File: config.mk
export PLATFORM = sky130hd
export DESIGN_NAME = tournament_pred
export DESIGN_NICKNAME = d
export VERILOG_FILES = /design/src/rtl/tp_pkg.sv /design/src/rtl/tp_ctr_table.sv /design/src/rtl/tp_local_hist.sv /design/src/rtl/tournament_pred.sv
export SDC_FILE = /design/constraint.sdc
export NUM_CORES = 2
export LEC_CHECK = 0
export BUFFER_PORTS_ARGS = -buffer_cell sky130_fd_sc_hd__clkbuf_2
export CORE_UTILIZATION = 45
export CTS_CLUSTER_DIAMETER = 60
export DETAILED_ROUTE_END_ITERATION = 16
export GPL_ROUTABILITY_DRIVEN = 0
export PLACE_DENSITY = 0.64
export SLEW_MARGIN = 0
export SYNTH_ARGS = -nofsm -noshare
export SYNTH_HDL_FRONTEND = slang
export SYNTH_SLANG_ARGS = --single-unit
File: constraint.sdc
create_clock -name clk_i -period 4.8 [get_ports clk_i]
set_input_delay 0.24 -clock clk_i [delete_from_list [all_inputs] [get_ports clk_i]]
set_output_delay 0.24 -clock clk_i [all_outputs]
set_load 0.005 [all_outputs]
File: src/rtl/tp_pkg.sv
package tp_pkg;
  typedef logic [1:0] ctr_t;
  localparam ctr_t CTR_INIT = 2'b01;

  function automatic ctr_t ctr_next(ctr_t c, logic up);
    if (up) return (c == 2'b11) ? c : c + 2'd1;
    else    return (c == 2'b00) ? c : c - 2'd1;
  endfunction
endpackage

File: src/rtl/tp_ctr_table.sv
module tp_ctr_table
  import tp_pkg::*;
#(
  parameter int IDX_W = 6
) (
  input  logic             clk_i,
  input  logic             rst_ni,
  input  logic [IDX_W-1:0] rd_idx_i,
  output logic             rd_msb_o,
  input  logic             wr_en_i,
  input  logic [IDX_W-1:0] wr_idx_i,
  input  logic             wr_up_i
);
  localparam int DEPTH = 1 << IDX_W;

  ctr_t mem_q [DEPTH];

  always_ff @(posedge clk_i or negedge rst_ni) begin
    if (!rst_ni) begin
      for (int i = 0; i < DEPTH; i++) mem_q[i] <= CTR_INIT;
    end else if (wr_en_i) begin
      mem_q[wr_idx_i] <= ctr_next(mem_q[wr_idx_i], wr_up_i);
    end
  end

  assign rd_msb_o = mem_q[rd_idx_i][1];

  // shadow of last write, checks only
  logic             we_q, up_q;
  logic [IDX_W-1:0] idx_q;
  ctr_t             old_q;
  always_ff @(posedge clk_i or negedge rst_ni) begin
    if (!rst_ni) begin
      we_q <= 1'b0; up_q <= 1'b0; idx_q <= '0; old_q <= CTR_INIT;
    end else begin
      we_q <= wr_en_i; up_q <= wr_up_i; idx_q <= wr_idx_i; old_q <= mem_q[wr_idx_i];
    end
  end

  assert_ctr_hi_sat_R4: assert property (@(posedge clk_i) disable iff (!rst_ni)
    (we_q && up_q && old_q == 2'b11) |-> mem_q[idx_q] == 2'b11);
  assert_ctr_lo_sat_R4: assert property (@(posedge clk_i) disable iff (!rst_ni)
    (we_q && !up_q && old_q == 2'b00) |-> mem_q[idx_q] == 2'b00);
  assert_ctr_up_R4: assert property (@(posedge clk_i) disable iff (!rst_ni)
    (we_q && up_q) |-> mem_q[idx_q] >= old_q);
  assert_ctr_down_R4: assert property (@(posedge clk_i) disable iff (!rst_ni)
    (we_q && !up_q) |-> mem_q[idx_q] <= old_q);
endmodule

File: src/rtl/tp_local_hist.sv
module tp_local_hist #(
  parameter int IDX_W  = 6,
  parameter int HIST_W = 6
) (
  input  logic              clk_i,
  input  logic              rst_ni,
  input  logic [IDX_W-1:0]  rd_idx_i,
  output logic [HIST_W-1:0] rd_hist_o,
  input  logic              wr_en_i,
  input  logic [IDX_W-1:0]  wr_idx_i,
  input  logic              wr_bit_i,
  output logic [HIST_W-1:0] wr_hist_o
);
  localparam int DEPTH = 1 << IDX_W;

  logic [HIST_W-1:0] hist_q [DEPTH];

  always_ff @(posedge clk_i or negedge rst_ni) begin
    if (!rst_ni) begin
      for (int i = 0; i < DEPTH; i++) hist_q[i] <= '0;
    end else if (wr_en_i) begin
      hist_q[wr_idx_i] <= {hist_q[wr_idx_i][HIST_W-2:0], wr_bit_i};
    end
  end

  assign rd_hist_o = hist_q[rd_idx_i];
  assign wr_hist_o = hist_q[wr_idx_i];

  logic             we_q, bit_q;
  logic [IDX_W-1:0] idx_q;
  logic [HIST_W-1:0] old_q;
  always_ff @(posedge clk_i or negedge rst_ni) begin
    if (!rst_ni) begin
      we_q <= 1'b0; bit_q <= 1'b0; idx_q <= '0; old_q <= '0;
    end else begin
      we_q <= wr_en_i; bit_q <= wr_bit_i; idx_q <= wr_idx_i; old_q <= hist_q[wr_idx_i];
    end
  end

  assert_lhist_in_R2: assert property (@(posedge clk_i) disable iff (!rst_ni)
    we_q |-> hist_q[idx_q][0] == bit_q);
  assert_lhist_shift_R2: assert property (@(posedge clk_i) disable iff (!rst_ni)
    we_q |-> hist_q[idx_q][HIST_W-1:1] == old_q[HIST_W-2:0]);
endmodule

File: src/rtl/tournament_pred.sv
module tournament_pred #(
  parameter int PC_W      = 32,
  parameter int LHT_IDX_W = 6,
  parameter int LHIST_W   = 6,
  parameter int GHIST_W   = 8,
  parameter int CHO_IDX_W = 6
) (
  input  logic            clk_i,
  input  logic            rst_ni,
  input  logic [PC_W-1:0] pred_pc_i,
  output logic            pred_taken_o,
  output logic            pred_local_o,
  output logic            pred_global_o,
  output logic            pred_use_global_o,
  input  logic            upd_valid_i,
  input  logic [PC_W-1:0] upd_pc_i,
  input  logic            upd_taken_i,
  input  logic            upd_local_i,
  input  logic            upd_global_i
);
  logic [LHT_IDX_W-1:0] p_lidx, u_lidx;
  logic [CHO_IDX_W-1:0] p_cidx, u_cidx;
  logic [LHIST_W-1:0]   p_lhist, u_lhist;
  logic [GHIST_W-1:0]   ghr_q;
  logic                 disagree;

  assign p_lidx   = pred_pc_i[LHT_IDX_W-1:0];
  assign u_lidx   = upd_pc_i[LHT_IDX_W-1:0];
  assign p_cidx   = pred_pc_i[CHO_IDX_W-1:0];
  assign u_cidx   = upd_pc_i[CHO_IDX_W-1:0];
  assign disagree = upd_local_i ^ upd_global_i;

  logic unused_pc_bits;
  assign unused_pc_bits = ^{pred_pc_i, upd_pc_i};

  tp_local_hist #(.IDX_W(LHT_IDX_W), .HIST_W(LHIST_W)) u_lht (
    .clk_i, .rst_ni,
    .rd_idx_i (p_lidx),
    .rd_hist_o(p_lhist),
    .wr_en_i  (upd_valid_i),
    .wr_idx_i (u_lidx),
    .wr_bit_i (upd_taken_i),
    .wr_hist_o(u_lhist)
  );

  tp_ctr_table #(.IDX_W(LHIST_W)) u_lpht (
    .clk_i, .rst_ni,
    .rd_idx_i(p_lhist),
    .rd_msb_o(pred_local_o),
    .wr_en_i (upd_valid_i),
    .wr_idx_i(u_lhist),
    .wr_up_i (upd_taken_i)
  );

  always_ff @(posedge clk_i or negedge rst_ni) begin
    if (!rst_ni)          ghr_q <= '0;
    else if (upd_valid_i) ghr_q <= {ghr_q[GHIST_W-2:0], upd_taken_i};
  end

  tp_ctr_table #(.IDX_W(GHIST_W)) u_gpht (
    .clk_i, .rst_ni,
    .rd_idx_i(ghr_q),
    .rd_msb_o(pred_global_o),
    .wr_en_i (upd_valid_i),
    .wr_idx_i(ghr_q),
    .wr_up_i (upd_taken_i)
  );

  // chooser counts up toward global
  tp_ctr_table #(.IDX_W(CHO_IDX_W)) u_cho (
    .clk_i, .rst_ni,
    .rd_idx_i(p_cidx),
    .rd_msb_o(pred_use_global_o),
    .wr_en_i (upd_valid_i && disagree),
    .wr_idx_i(u_cidx),
    .wr_up_i (upd_global_i == upd_taken_i)
  );

  assign pred_taken_o = pred_use_global_o ? pred_global_o : pred_local_o;

  assert_ghr_shift_R3: assert property (@(posedge clk_i) disable iff (!rst_ni)
    upd_valid_i |=> (ghr_q[0] == $past(upd_taken_i)) &&
                    (ghr_q[GHIST_W-1:1] == $past(ghr_q[GHIST_W-2:0])));
  assert_ghr_hold_R10: assert property (@(posedge clk_i) disable iff (!rst_ni)
    !upd_valid_i |=> $stable(ghr_q));
  assert_cho_agree_R8: assert property (@(posedge clk_i) disable iff (!rst_ni)
    (upd_valid_i && !disagree && u_cidx == p_cidx) |=>
      ($stable(pred_pc_i) -> $stable(pred_use_global_o)));
  assert_cho_toward_global_R9: assert property (@(posedge clk_i) disable iff (!rst_ni)
    (upd_valid_i && disagree && upd_global_i == upd_taken_i && u_cidx == p_cidx
     && pred_use_global_o) |=> ($stable(pred_pc_i) -> pred_use_global_o));
endmodule

==> impl_metrics.env <==
export IMPL_outcome="complete, but fails checks"
export IMPL_violations="negative setup slack"
export IMPL_layout_commonest_cell="dfrtp_1"
export IMPL_synth_top_family_by_area="multiplexers"
export IMPL_tightest_slew_ps=1136
export IMPL_drt_vias_per_instance=6.172
export IMPL_place_area_sq_mm=0.06147
export IMPL_final_core_util=0.5203
export IMPL_grt_pass1_wl_mm=270.3
export IMPL_hold_class="in2async"
export IMPL_netlist_area_sq_mm=0.05799
export IMPL_numCtsBuffers=133
export IMPL_slew_violations=0
export IMPL_drive_above_1_share=0.3341
export IMPL_cpLargestDelayFamily="multiplexers"
export IMPL_initial_core_util=0.4541
export IMPL_grt_pass1_vias=43030
export IMPL_async_flop_share=1.000
export IMPL_finalCritPeriodShare=1.045
export IMPL_vias=43160
export IMPL_rows=131
export IMPL_dieHeight_microns=361.0
export IMPL_worstRegToRegCells=15
export IMPL_clock_sinks=1160
export IMPL_nets=5286
export IMPL_timing_final_ws_setup_ps=-216.2
export IMPL_fill_cells=10880
export IMPL_p_leak_nw=27.54
export IMPL_setup_viol=2
export IMPL_cp_end_kind="output pin"
export IMPL_dpl_cell_count=6720
export IMPL_avgSynthCellArea_sq_um=11.27
export IMPL_stdcell_count=6992
export IMPL_dp_hpwl_mm=117.0
export IMPL_hold_viol_final=0
export IMPL_synth_cell_types=76
export IMPL_wl_per_cell_microns=25.10
export IMPL_crit_chain="mux4_2 -> mux4_2 -> mux4_2 -> buf_8 -> buf_12 -> mux4_2 -> a22o_1 -> a2111oi_4 -> mux2i_2 -> buf_12 -> mux2_4 -> clkbuf_2"
export IMPL_drc=0
export IMPL_core_sq_mm=0.1277
export IMPL_antenna_left=0
export IMPL_syn_to_final_growth_pct=14.56
export IMPL_synthMuxAreaShare=0.2383
export IMPL_cts_path_max_buffers=3
export IMPL_clock_root_buffer="clkbuf_16"
export IMPL_power_total_mw=29.85
export IMPL_grt_max_degree=173
export IMPL_synth_xor_area_frac=0.0004531
export IMPL_worst_path_stages=12
export IMPL_fin_crit_ps=5016
export IMPL_fin_skew_ps=73.43
export IMPL_synth_edf_count=0
export IMPL_cp_start_kind="flop"
export IMPL_drt_iter0_drc=4888
export IMPL_path_max_fanout=4
export IMPL_ys_seq_elements=1160
export IMPL_rsz0062_at_grt="yes"
export IMPL_worstPathRequired_ps=4560
export IMPL_vdd_drop_max_uv=381.4
export IMPL_wirelength_mm=175.5
export IMPL_die_x_microns=361.0
export IMPL_cp_slowest_cell="mux4_2"
export IMPL_synthAdderAreaFrac=0.0009926
export IMPL_whs_ps=74.28
export IMPL_clk_transition_reported_paths_ps=60
export IMPL_synth_compound_area_frac=0.1089
export IMPL_syn_num_nets=5215
export IMPL_htree_levels=4
export IMPL_insertion_delay_ps=810
export IMPL_path_common_cell="mux4_2"
export IMPL_cts_tree="built"
export IMPL_synthCells=5145
export IMPL_drt_first_pass_iters=6
export IMPL_grt_overflow=0
export IMPL_synth_ff_type="dfrtp_1"
export IMPL_yosys_warnings=0
export IMPL_critical_path_class="reg2out"
export IMPL_layout_common_cells="dfrtp_1 (773), nand2_1 (685), nor2_1 (589)"
export IMPL_crit_buf_inv=4
export IMPL_ios=74
export IMPL_synthSimpleGateAreaFrac=0.1097
export IMPL_slowest_delay_ps=580
export IMPL_dieArea_sq_mm=0.1303
export IMPL_power_density_mw_per_mm2=449.3
export IMPL_regArea_sq_mm=0.02952
export IMPL_maxSlewHeadroom=0.2390
export IMPL_cap_violations=0
export IMPL_multi_input_area_sq_mm=0.02682
export IMPL_crit_arrival_ps=4780
export IMPL_antenna_found_initial=7
export IMPL_track_usage=0.2710
export IMPL_ys_seq_area_frac=0.5089
export IMPL_max_freq_mhz=199.4
export IMPL_final_cell_area_sq_mm=0.06643
export IMPL_portBuffers=21
[logic make-up (layout without fill, tap and decap cells)]
kind of cell,count (synthesis),in the layout
muxes,913,914
other,0,2
buffers and inverters,426,608
and+or+nand+nor,1545,1545
DFF,1160,1160
adders and majority gates,5,5
xor gates and xnor gates,3,3
AOI/OAI and AO/OA,1093,1093
[power breakdown]
part	total [mW]	switching, mW	leakage, nW	internal, mW
logic	6.54	3.73	10.8	2.81
clock network	10.7	4.37	2.24	6.30
registers	12.6	1.04	14.5	11.6
[synthesized netlist by cell type, types with 56 or more instances]
library cell  instances  area (sq um)
dfrtp_1             776         19420
nand2_1             685          2571
nor2_1              597          2241
mux2_2              453          5101
o21ai_0             451          2257
dfstp_2             384         10090
a21oi_1             366          1832
mux4_2              328          7387
clkbuf_1            291          1092
mux2i_1             125          1251
nand3_1             102         510.5
a22oi_1              84         630.6
buf_2                56         280.3
[layout make-up]
type	count	area share
diodes	2	0.00007534
flip-flops and latches	1160	0.4443
inverters	12	0.0006781
clock inverters	41	0.01141
multi-input cells	3560	0.4037
repair buffers	349	0.05035
clock buffers	206	0.05816
well taps	1662	0.03130
[path summary, 6_finish.rpt]
path                                                    from                            end  slack (ps)
worst max-delay path             u_lht.hist_q[2]$_DFFE_PN0P_                   pred_taken_o        -220
worst min-delay path                                  rst_ni  u_gpht.mem_q[169]$_DFFE_PN0P_          70
worst max register to register   u_lht.hist_q[0]$_DFFE_PN0P_  u_lpht.mem_q[107]$_DFFE_PN0P_         150
worst min register to register  u_cho.mem_q[110]$_DFFE_PN1P_   u_cho.mem_q[110]$_DFFE_PN1P_         480
max in group asynchronous                             rst_ni   u_lht.hist_q[55]$_DFFE_PN0P_        3210
min in group clk_i                               upd_pc_i[2]  u_lht.hist_q[216]$_DFFE_PN0P_         120
[what timing repair did]
item	4_1_cts	5_1_grt
buffers inserted	16	4
resized for setup	23	10
cloned	1	0
endpoints found under the setup margin	2	2
pin swaps	5	2
hold buffers	2	0
endpoints found under the hold margin	94	0
[flip-flops by register name, summed over array words and instances, names as in the netlist]
name,cells
u_lht.hist_q,384
u_lpht.mem_q,128
u_gpht.mem_q,512
u_cho.mem_q,128
ghr_q,8
[stage by stage]
step	setup slack [ps]	setup TNS (ps)
floorplan	675.0	0
global placement	-149.8	-149.8
CTS	-140.6	-193.5
global route	-273.5	-408.5
detailed placement	-72.71	-1264
finish	-216.2	-304.6
[layer usage]
metal	vias to the layer above	share of wire	wire length [microns]	track usage
met5	-	0.00040	71	0
met4	12	0.035	6147	0.09762
met3	427	0.093	16250	0.06950
met2	2016	0.45	79180	0.4075
met1	21940	0.42	73840	0.3796
li1	18770	-	-	-
(Power assumes the default switching activity.)
